### config.mk
export PLATFORM = sky130hd
export DESIGN_NAME = pbus_top
export DESIGN_NICKNAME = d
export VERILOG_FILES = /design/src/rtl/pbus_pkg.sv /design/src/rtl/pbus_ctrl.sv /design/src/rtl/pbus_lane.sv /design/src/rtl/pbus_datapath.sv /design/src/rtl/pbus_top.sv
export SDC_FILE = /design/constraint.sdc
export NUM_CORES = 1
export LEC_CHECK = 0
export ABC_AREA = 1
export ABC_CLOCK_PERIOD_IN_PS = 4100
export CAP_MARGIN = 20
export CORE_ASPECT_RATIO = 0.5
export CORE_UTILIZATION = 32
export CTS_CLUSTER_DIAMETER = 80
export DETAILED_ROUTE_END_ITERATION = 7
export SLEW_MARGIN = 20
export SYNTH_ARGS = -nofsm -noshare
export SYNTH_HDL_FRONTEND = slang
export SYNTH_HIERARCHICAL = 1
export SYNTH_SLANG_ARGS = --single-unit
### constraint.sdc
create_clock -name clk -period 4.1 [get_ports clk]
set_input_delay 0.82 -clock clk [delete_from_list [all_inputs] [get_ports clk]]
set_output_delay 0.82 -clock clk [all_outputs]
set_load 0.02 [all_outputs]
### src/rtl/pbus_pkg.sv
package pbus_pkg;
  localparam int SLOTS  = 8;
  localparam int SLOT_W = $clog2(SLOTS);

  typedef struct packed {
    logic [SLOT_W-1:0] slot;
    logic              frameStart;
    logic              frameEnd;
  } pbus_stb_t;
endpackage

### src/rtl/pbus_ctrl.sv
module pbus_ctrl
  import pbus_pkg::*;
(
  input  logic      clk,
  input  logic      rstN,
  output pbus_stb_t stb,
  output logic      chanRise
);
  logic [SLOT_W-1:0] slotQ;

  always_ff @(posedge clk or negedge rstN) begin
    if (!rstN) slotQ <= '0;
    else       slotQ <= slotQ + 1'b1;
  end

  always_comb begin
    stb.slot       = slotQ;
    stb.frameStart = (slotQ == '0);
    stb.frameEnd   = (slotQ == SLOT_W'(SLOTS - 1));
  end

  assign chanRise = ~slotQ[0];


  slot_wrap_chk: assert property (@(posedge clk) disable iff (!rstN)
    stb.frameEnd |=> stb.frameStart);
endmodule

### src/rtl/pbus_lane.sv
module pbus_lane
  import pbus_pkg::*;
#(
  parameter int LW   = 3,
  parameter int BITS = 12
) (
  input  logic            clk,
  input  logic            rstN,
  input  pbus_stb_t       stb,
  input  logic            inVld,
  output logic            inRdy,
  input  logic [BITS-1:0] inWord,
  output logic [LW-1:0]   txLane,
  output logic            txVld,
  input  logic [LW-1:0]   rxLane,
  input  logic            rxVld,
  output logic [BITS-1:0] outWord,
  output logic            outVld
);
  localparam int BEATS = BITS / LW;
  localparam int STEP  = SLOTS / BEATS;
  localparam int SH    = $clog2(STEP);

  logic              beatEnd;
  logic [SLOT_W-1:0] beatIdx;
  logic [BITS-1:0]   txShift;
  logic [BITS-1:0]   asmReg;
  logic              allGood;

  generate
    if (STEP == 1) begin : g_fullRate
      assign beatEnd = 1'b1;
    end else begin : g_slowRate
      assign beatEnd = (stb.slot & SLOT_W'(STEP - 1)) == SLOT_W'(STEP - 1);
    end
  endgenerate

  assign beatIdx = stb.slot >> SH;
  assign inRdy   = stb.frameEnd;
  assign txLane  = txShift[LW-1:0];

  // transmit shifter
  always_ff @(posedge clk or negedge rstN) begin
    if (!rstN) begin
      txShift <= '0;
      txVld   <= 1'b0;
    end else if (stb.frameEnd) begin
      if (inVld) begin
        txShift <= inWord;
        txVld   <= 1'b1;
      end else begin
        txShift <= '0;
        txVld   <= 1'b0;
      end
    end else if (beatEnd) begin
      txShift <= txShift >> LW;
    end
  end

  // receive assembler
  always_ff @(posedge clk or negedge rstN) begin
    if (!rstN) begin
      asmReg  <= '0;
      allGood <= 1'b0;
      outWord <= '0;
      outVld  <= 1'b0;
    end else begin
      outVld <= 1'b0;
      if (beatEnd) begin
        asmReg[int'(beatIdx)*LW +: LW] <= rxLane;
        allGood <= (beatIdx == '0) ? rxVld : (allGood & rxVld);
      end
      if (stb.frameEnd) begin
        outVld  <= rxVld & allGood;
        outWord <= {rxLane, asmReg[BITS-LW-1:0]};
      end
    end
  end


  tx_start_chk: assert property (@(posedge clk) disable iff (!rstN)
    $rose(txVld) |-> stb.frameStart);

  tx_hold_chk: assert property (@(posedge clk) disable iff (!rstN)
    !stb.frameStart |-> $stable(txVld));

  rx_pulse_chk: assert property (@(posedge clk) disable iff (!rstN)
    outVld |=> !outVld);

  rx_slot_chk: assert property (@(posedge clk) disable iff (!rstN)
    outVld |-> stb.frameStart);

  rx_complete_chk: assert property (@(posedge clk) disable iff (!rstN)
    outVld |-> $past(rxVld));
endmodule

### src/rtl/pbus_datapath.sv
module pbus_datapath
  import pbus_pkg::*;
#(
  parameter int ROW_LW = 3,
  parameter int ROW_BITS = 12,
  parameter int COL_LW = 5,
  parameter int COL_BITS = 20,
  parameter int DAT_LW = 18,
  parameter int DAT_BITS = 144
) (
  input  logic                clk,
  input  logic                rstN,
  input  pbus_stb_t           stb,
  input  logic                rowInVld,
  output logic                rowInRdy,
  input  logic [ROW_BITS-1:0] rowIn,
  input  logic                colInVld,
  output logic                colInRdy,
  input  logic [COL_BITS-1:0] colIn,
  input  logic                datInVld,
  output logic                datInRdy,
  input  logic [DAT_BITS-1:0] datIn,
  output logic [ROW_LW-1:0]   rowLane,
  output logic                rowLaneVld,
  output logic [COL_LW-1:0]   colLane,
  output logic                colLaneVld,
  output logic [DAT_LW-1:0]   datLane,
  output logic                datLaneVld,
  input  logic [ROW_LW-1:0]   rxRowLane,
  input  logic                rxRowLaneVld,
  input  logic [COL_LW-1:0]   rxColLane,
  input  logic                rxColLaneVld,
  input  logic [DAT_LW-1:0]   rxDatLane,
  input  logic                rxDatLaneVld,
  output logic [ROW_BITS-1:0] rowOut,
  output logic                rowOutVld,
  output logic [COL_BITS-1:0] colOut,
  output logic                colOutVld,
  output logic [DAT_BITS-1:0] datOut,
  output logic                datOutVld
);
  pbus_lane #(.LW(ROW_LW), .BITS(ROW_BITS)) u_rowLane (
    .clk(clk), .rstN(rstN), .stb(stb),
    .inVld(rowInVld), .inRdy(rowInRdy), .inWord(rowIn),
    .txLane(rowLane), .txVld(rowLaneVld),
    .rxLane(rxRowLane), .rxVld(rxRowLaneVld),
    .outWord(rowOut), .outVld(rowOutVld));

  pbus_lane #(.LW(COL_LW), .BITS(COL_BITS)) u_colLane (
    .clk(clk), .rstN(rstN), .stb(stb),
    .inVld(colInVld), .inRdy(colInRdy), .inWord(colIn),
    .txLane(colLane), .txVld(colLaneVld),
    .rxLane(rxColLane), .rxVld(rxColLaneVld),
    .outWord(colOut), .outVld(colOutVld));

  pbus_lane #(.LW(DAT_LW), .BITS(DAT_BITS)) u_datLane (
    .clk(clk), .rstN(rstN), .stb(stb),
    .inVld(datInVld), .inRdy(datInRdy), .inWord(datIn),
    .txLane(datLane), .txVld(datLaneVld),
    .rxLane(rxDatLane), .rxVld(rxDatLaneVld),
    .outWord(datOut), .outVld(datOutVld));
endmodule

### src/rtl/pbus_top.sv
module pbus_top
  import pbus_pkg::*;
#(
  parameter int CHK_EN   = 1,
  parameter int ROW_LW   = 3,
  parameter int ROW_BITS = 12,
  parameter int COL_LW   = 5,
  parameter int COL_BITS = 20,
  parameter int DAT_BASE = 16,
  localparam int DAT_LW   = (CHK_EN != 0) ? DAT_BASE + DAT_BASE / 8 : DAT_BASE,
  localparam int DAT_BITS = DAT_LW * SLOTS
) (
  input  logic                clk,
  input  logic                rstN,
  input  logic                rowInVld,
  output logic                rowInRdy,
  input  logic [ROW_BITS-1:0] rowIn,
  input  logic                colInVld,
  output logic                colInRdy,
  input  logic [COL_BITS-1:0] colIn,
  input  logic                datInVld,
  output logic                datInRdy,
  input  logic [DAT_BITS-1:0] datIn,
  output logic [SLOT_W-1:0]   slotIdx,
  output logic                chanRise,
  output logic [ROW_LW-1:0]   rowLane,
  output logic                rowLaneVld,
  output logic [COL_LW-1:0]   colLane,
  output logic                colLaneVld,
  output logic [DAT_LW-1:0]   datLane,
  output logic                datLaneVld,
  input  logic [ROW_LW-1:0]   rxRowLane,
  input  logic                rxRowLaneVld,
  input  logic [COL_LW-1:0]   rxColLane,
  input  logic                rxColLaneVld,
  input  logic [DAT_LW-1:0]   rxDatLane,
  input  logic                rxDatLaneVld,
  output logic [ROW_BITS-1:0] rowOut,
  output logic                rowOutVld,
  output logic [COL_BITS-1:0] colOut,
  output logic                colOutVld,
  output logic [DAT_BITS-1:0] datOut,
  output logic                datOutVld
);
  pbus_stb_t stb;

  pbus_ctrl u_ctrl (.clk(clk), .rstN(rstN), .stb(stb), .chanRise(chanRise));

  assign slotIdx = stb.slot;

  pbus_datapath #(
    .ROW_LW(ROW_LW), .ROW_BITS(ROW_BITS), .COL_LW(COL_LW), .COL_BITS(COL_BITS),
    .DAT_LW(DAT_LW), .DAT_BITS(DAT_BITS)
  ) u_dp (
    .clk(clk), .rstN(rstN), .stb(stb),
    .rowInVld(rowInVld), .rowInRdy(rowInRdy), .rowIn(rowIn),
    .colInVld(colInVld), .colInRdy(colInRdy), .colIn(colIn),
    .datInVld(datInVld), .datInRdy(datInRdy), .datIn(datIn),
    .rowLane(rowLane), .rowLaneVld(rowLaneVld),
    .colLane(colLane), .colLaneVld(colLaneVld),
    .datLane(datLane), .datLaneVld(datLaneVld),
    .rxRowLane(rxRowLane), .rxRowLaneVld(rxRowLaneVld),
    .rxColLane(rxColLane), .rxColLaneVld(rxColLaneVld),
    .rxDatLane(rxDatLane), .rxDatLaneVld(rxDatLaneVld),
    .rowOut(rowOut), .rowOutVld(rowOutVld),
    .colOut(colOut), .colOutVld(colOutVld),
    .datOut(datOut), .datOutVld(datOutVld));
endmodule

After elaboration in Yosys (flattened, before gate mapping)
Index checks and enable logic that the tools add are counted.
{"block": "word_totals", "in_bits": 210, "elab_cells": 60, "reg_bits": 540, "out_inout_bits": 215}
{"block": "op_classes", "bitwise": 4, "add_sub_neg": 4, "mux": 20, "shift": 6, "multipliers": 3, "n_reduce_logical": 3, "eq_ne": 1}
{"cell": "$mux W144", "count": 2}
{"cell": "$bwmux W144", "count": 1}
{"cell": "$shift A18 B33 Y144 const A", "count": 1}
{"cell": "$shiftx A18 B33 Y144", "count": 1}
{"cell": "$mux W20", "count": 3}
{"cell": "$mux W12", "count": 3}
{"cell": "$neg A4 Y33", "count": 1}
{"cell": "$neg A5 Y33", "count": 1}
{"cell": "$neg A8 Y33", "count": 1}
{"cell": "$shift A3 B33 Y12 const A", "count": 1}
{"cell": "$shift A5 B33 Y20 const A", "count": 1}
{"cell": "$shiftx A3 B33 Y12", "count": 1}
{"cell": "$shiftx A5 B33 Y20", "count": 1}
{"cell": "$bwmux W20", "count": 1}
{"cell": "$bwmux W12", "count": 1}
{"cell": "$mux W1", "count": 9}
{"cell": "$mul A3 B4 Y7 const B", "count": 1}
{"cell": "$logic_not A3 Y1", "count": 2}
{"cell": "$mul A2 B3 Y5 const B", "count": 1}
{"cell": "$mul A2 B2 Y4 const B", "count": 1}
{"cell": "$add A3 B1 Y3 const B", "count": 1}
{"cell": "$and A1 B1 Y1", "count": 3}
{"cell": "$eq A3 B3 Y1 const B", "count": 1}
{"cell": "$reduce_bool A2 Y1", "count": 1}
{"cell": "$not A1 Y1", "count": 1}

Longest topological paths before layout
{"block": "depth", "word_depth": 4, "mapped_depth": 17, "mapped_depth_nobuf": 16}

By module
Netlist, hierarchy kept.
{"module": "pbus_lane (u_dp.u_datLane)", "area_per_inst_um2": 18641.6, "seq_area_each_um2": 10435.0, "n_inst": 1, "cells_each": 2397}
{"module": "pbus_lane (u_dp.u_colLane)", "area_per_inst_um2": 2560.0, "seq_area_each_um2": 1451.4, "n_inst": 1, "cells_each": 322}
{"module": "pbus_lane (u_dp.u_rowLane)", "area_per_inst_um2": 1656.6, "seq_area_each_um2": 900.9, "n_inst": 1, "cells_each": 206}
{"module": "pbus_ctrl", "area_per_inst_um2": 130.1, "seq_area_each_um2": 75.1, "n_inst": 1, "cells_each": 10}

Worst setup path after synthesis
No wires, ideal clock.
{"block": "synth_path", "path_type": "register to register", "from": "reg u_ctrl.slotQ[0]", "to": "reg u_dp.u_datLane.asmReg[78]", "stages_incl_launch_ff": 17, "required_ps": 3983, "arrival_ps": 2987, "slack_ps": 996, "n_path_buf": 2, "setup_time_ps": 117, "cell_sequence": "dfrtp_1 inv_2 buf_2 ha_1 nand2_1 nor2_1 ha_1 clkbuf_1 inv_2 nor2_4 nand2_2 nor2_2 nand2_1 nand2_1 inv_1 nand2_1 nand2_1"}
{"block": "synth_between", "elab_chain_len": 4, "elab_cells_between_ends": 5, "classes_between": "add/sub: 1; mul: 1; shift: 2; mux: 1"}
{"element": "from (decl)", "line_no": "pbus_ctrl.sv:9", "source": "logic [SLOT_W-1:0] slotQ;"}
{"element": "from (signal assigned)", "line_no": "pbus_ctrl.sv:13", "source": "else slotQ <= slotQ + 1'b1;"}
{"element": "$mul A3 B4 Y7 *", "line_no": "pbus_lane.sv:70", "source": "asmReg[int'(beatIdx)*LW +: LW] <= rxLane;"}
{"element": "$neg A8 Y33 *", "line_no": "pbus_lane.sv:70"}
{"element": "$shiftx A18 B33 Y144 or $shift A18 B33 Y144 (tied branches)", "line_no": "pbus_lane.sv:70"}
{"element": "$bwmux W144 *", "line_no": "pbus_lane.sv:70"}
{"element": "to (signal, indexed assignment)", "line_no": "pbus_lane.sv:70"}
{"element": "to (decl)", "line_no": "pbus_lane.sv:27", "source": "logic [BITS-1:0] asmReg;"}
Every way passes the cells marked *; elsewhere a longest branch is shown, timed or not.
A chain may end at the register's enable or synchronous reset.

Worst setup path after layout
{"block": "layout_path", "from": "reg u_ctrl.slotQ[2]", "to": "reg u_dp.u_datLane.asmReg[28]"}
Same word-level chain as after synthesis.

==> run metrics <==
pin count of the biggest net entering global routing 150; total number of yosys warnings 6; clock latency at the later pin of the worst-skew pair 590 ps; gpl congestion 0.966; Final Core Density 41.9%; kind of launch point of the worst setup path register; IO Port Bufs 424; met3 wire len 3.54 mm; number of antenna violations at the first check in global routing 11; final hold viol count 0; net switching fraction of the power 24.4%; pwr/cell area 379 nW/um2; uppermost layer routed met4; post-place setup slack 772 ps; post-synthesis cell area 23000 um2; metal2 WL 37.4 mm; total of fill cells in the finished design 7123; maximum vdd ir drop 265 uV; Global Route Usage Sum 20.2%; Post-Route WL 74.7 mm; Die X 381 um; footprint of the flip-flops and latches 12900 um2; relative area change from synthesis to final layout 29.6%; Syn Inst Count 2933; Setup TNS Final 0 ps; clock tree from TritonCTS built; drt drc 0; Req. time, crit path 4630 ps; Post-DP Area 28000 um2; share of power burned in combinational logic 9.0%; total CTS buffers 51; largest clock skew in the final design 21.7 ps; detail-routed net length per standard cell 17.4 um; violation count after the first detailed-route iteration 1726; Clock power frac 42.7%; iteration count of the initial detailed-routing pass 7; post-route minimum period 3320 ps; max frequency 0.301 GHz; Worst Setup Slack, final 778 ps; Root Driver sky130_fd_sc_hd__clkbuf_16; CTS H-Tree Depth 2; Core Footprint 71100 um2; Via Count 20100; crit-path max FO 23; worst slew pin tran 985 ps; type of the tightest min-delay check input port to async pin; count of endpoints failing setup in the final report 0; setup repair after global routing missed its margin no; hold bufs inserted after CTS 0; worst slew margin relative to its limit 34.1%; per-instance average area after synthesis 7.83 um2; count of final max-slew check failures 0; sequential share of power 48.3%; Die Outline Area 72900 um2; Die Height 191 um; post-route cell area 29800 um2; Leak Pwr 15.2 nW; final period utilization 81.0%; worst setup path startpoint u_ctrl/slotQ[2]; placed wire-length estimate after detailed placement 53.7 mm; number of cell rows 69; Worst EP arrival 3850 ps; total overflow reported by the global router 0; critical path capture point type register; fraction of final layout cells sized beyond drive strength 1 4.67%; Post-Syn Nets 3159; count of instances resized after the clock tree is built 0; effective utilization at floorplan 32.3%; total number of nets in the final design 3505; total number of clock tree sinks 514; vias in the first global route 19900; clock tree buffer depth 3; global-route wire length before repair 115 mm; status finished, final reports clean; launch point of the worst reg-to-reg path u_ctrl/slotQ[2]; switching power 2.75 mW; multi-input combinational cell area 8780 um2; detail-routed via count per cell 4.68; internal power consumption 8.54 mW; number of routed nets with antenna violations 0; routed length on met1 31.6 mm; # Post-CTS Setup Buffers 0; num ports 425; Worst Setup Path Type register to register; clock slew at the register clock pins of the worst setup and hold paths 70 ps; max-cap viol count 0
==> power by group through the flow <==
| stage | clock, mW | combinational [mW] | sequential, mW |
|---|---|---|---|
| 6_report | 4.82 | 1.02 | 5.45 |
| 5_1_grt | 5.18 | 1.12 | 5.47 |
| 4_1_cts | 4.96 | 1.04 | 5.45 |
| 3_5_place_dp | 0 | 1.03 | 5.55 |
| 3_3_place_gp | 0 | 1.03 | 5.54 |
| 2_1_floorplan | 0 | 0.286 | 5.62 |
==> through the flow <==
step	power [mW]	hold WS, ps	std cells
floorplan	5.90	425	2933
global placement	6.57	429	4184
detailed placement	6.58	431	4184
CTS	11.5	246	4278
global route	11.8	277	4289
finish	11.3	212	4290
==> layout by cell type (no fill, tap or decap), types with 15 or more instances in the layout <==
cell type	instances
sky130_fd_sc_hd__o21ai_0	82
sky130_fd_sc_hd__nand3_1	328
sky130_fd_sc_hd__a21oi_1	16
sky130_fd_sc_hd__clkdlybuf4s50_1	422
sky130_fd_sc_hd__buf_4	35
sky130_fd_sc_hd__dfrtp_1	514
sky130_fd_sc_hd__nor2_1	99
sky130_fd_sc_hd__nand4_1	29
sky130_fd_sc_hd__clkbuf_16	52
sky130_fd_sc_hd__ha_1	15
sky130_fd_sc_hd__nand2_1	1500
sky130_fd_sc_hd__inv_1	129
==> path summary, 6_finish.rpt <==
| check | slack, ps | cells after the start | endpoint |
|---|---|---|---|
| setup / recovery | 780 | 13 | u_dp/u_datLane/asmReg[28] |
| hold / removal | 210 | 1 | u_dp/u_datLane/outWord[85] |
| setup reg to reg | 780 | 13 | u_dp/u_datLane/asmReg[28] |
| hold reg to reg | 450 | 2 | u_dp/u_datLane/txShift[75] |
| max in group asynchronous | 2760 | 3 | u_dp/u_datLane/txShift[109] |
| min in group clk | 450 | 2 | u_dp/u_datLane/txShift[75] |
==> flip-flops by register name, summed over array words and instances (netlist names), 3 cells and up <==
signal and flops:
u_ctrl/slotQ 3, u_dp/u_colLane/asmReg 15, u_dp/u_colLane/outWord 20, u_dp/u_colLane/txShift 20
u_dp/u_datLane/asmReg 126, u_dp/u_datLane/outWord 144, u_dp/u_datLane/txShift 144, u_dp/u_rowLane/asmReg 9
u_dp/u_rowLane/outWord 12, u_dp/u_rowLane/txShift 12
==> per-layer routing <==
metal	global-route usage (%)	vias to the layer above
li1	-	9836
met1	26.1	9634
met2	34.5	494
met3	3.28	124
met4	7.03	0
met5	0	-
==> worst max-delay path, stage by stage (launching register included) <==
cell                      delay (ps)
sky130_fd_sc_hd__dfrtp_1         600
sky130_fd_sc_hd__inv_1           170
sky130_fd_sc_hd__ha_1            210
sky130_fd_sc_hd__nand2_1          90
sky130_fd_sc_hd__inv_1            70
sky130_fd_sc_hd__nand2_2         310
sky130_fd_sc_hd__nand2_2         200
sky130_fd_sc_hd__nor2_4          420
sky130_fd_sc_hd__nand2_1         210
sky130_fd_sc_hd__o21ai_0         510
sky130_fd_sc_hd__nand3_1         220
sky130_fd_sc_hd__inv_1           120
sky130_fd_sc_hd__nand2_1          60
sky130_fd_sc_hd__nand2_1          70
==> area by class of cell <==
cell class                 count  share of cell area [%]
clock buffer                  71                    4.88
timing repair buffer         467                    15.7
clock inverter                23                   0.865
antenna                       12                   0.101
multi-input combinational   2108                    29.5
inverter                     137                    1.75
tap                          958                    4.02
sequential                   514                    43.2
Power figures use the tool's default switching activity.
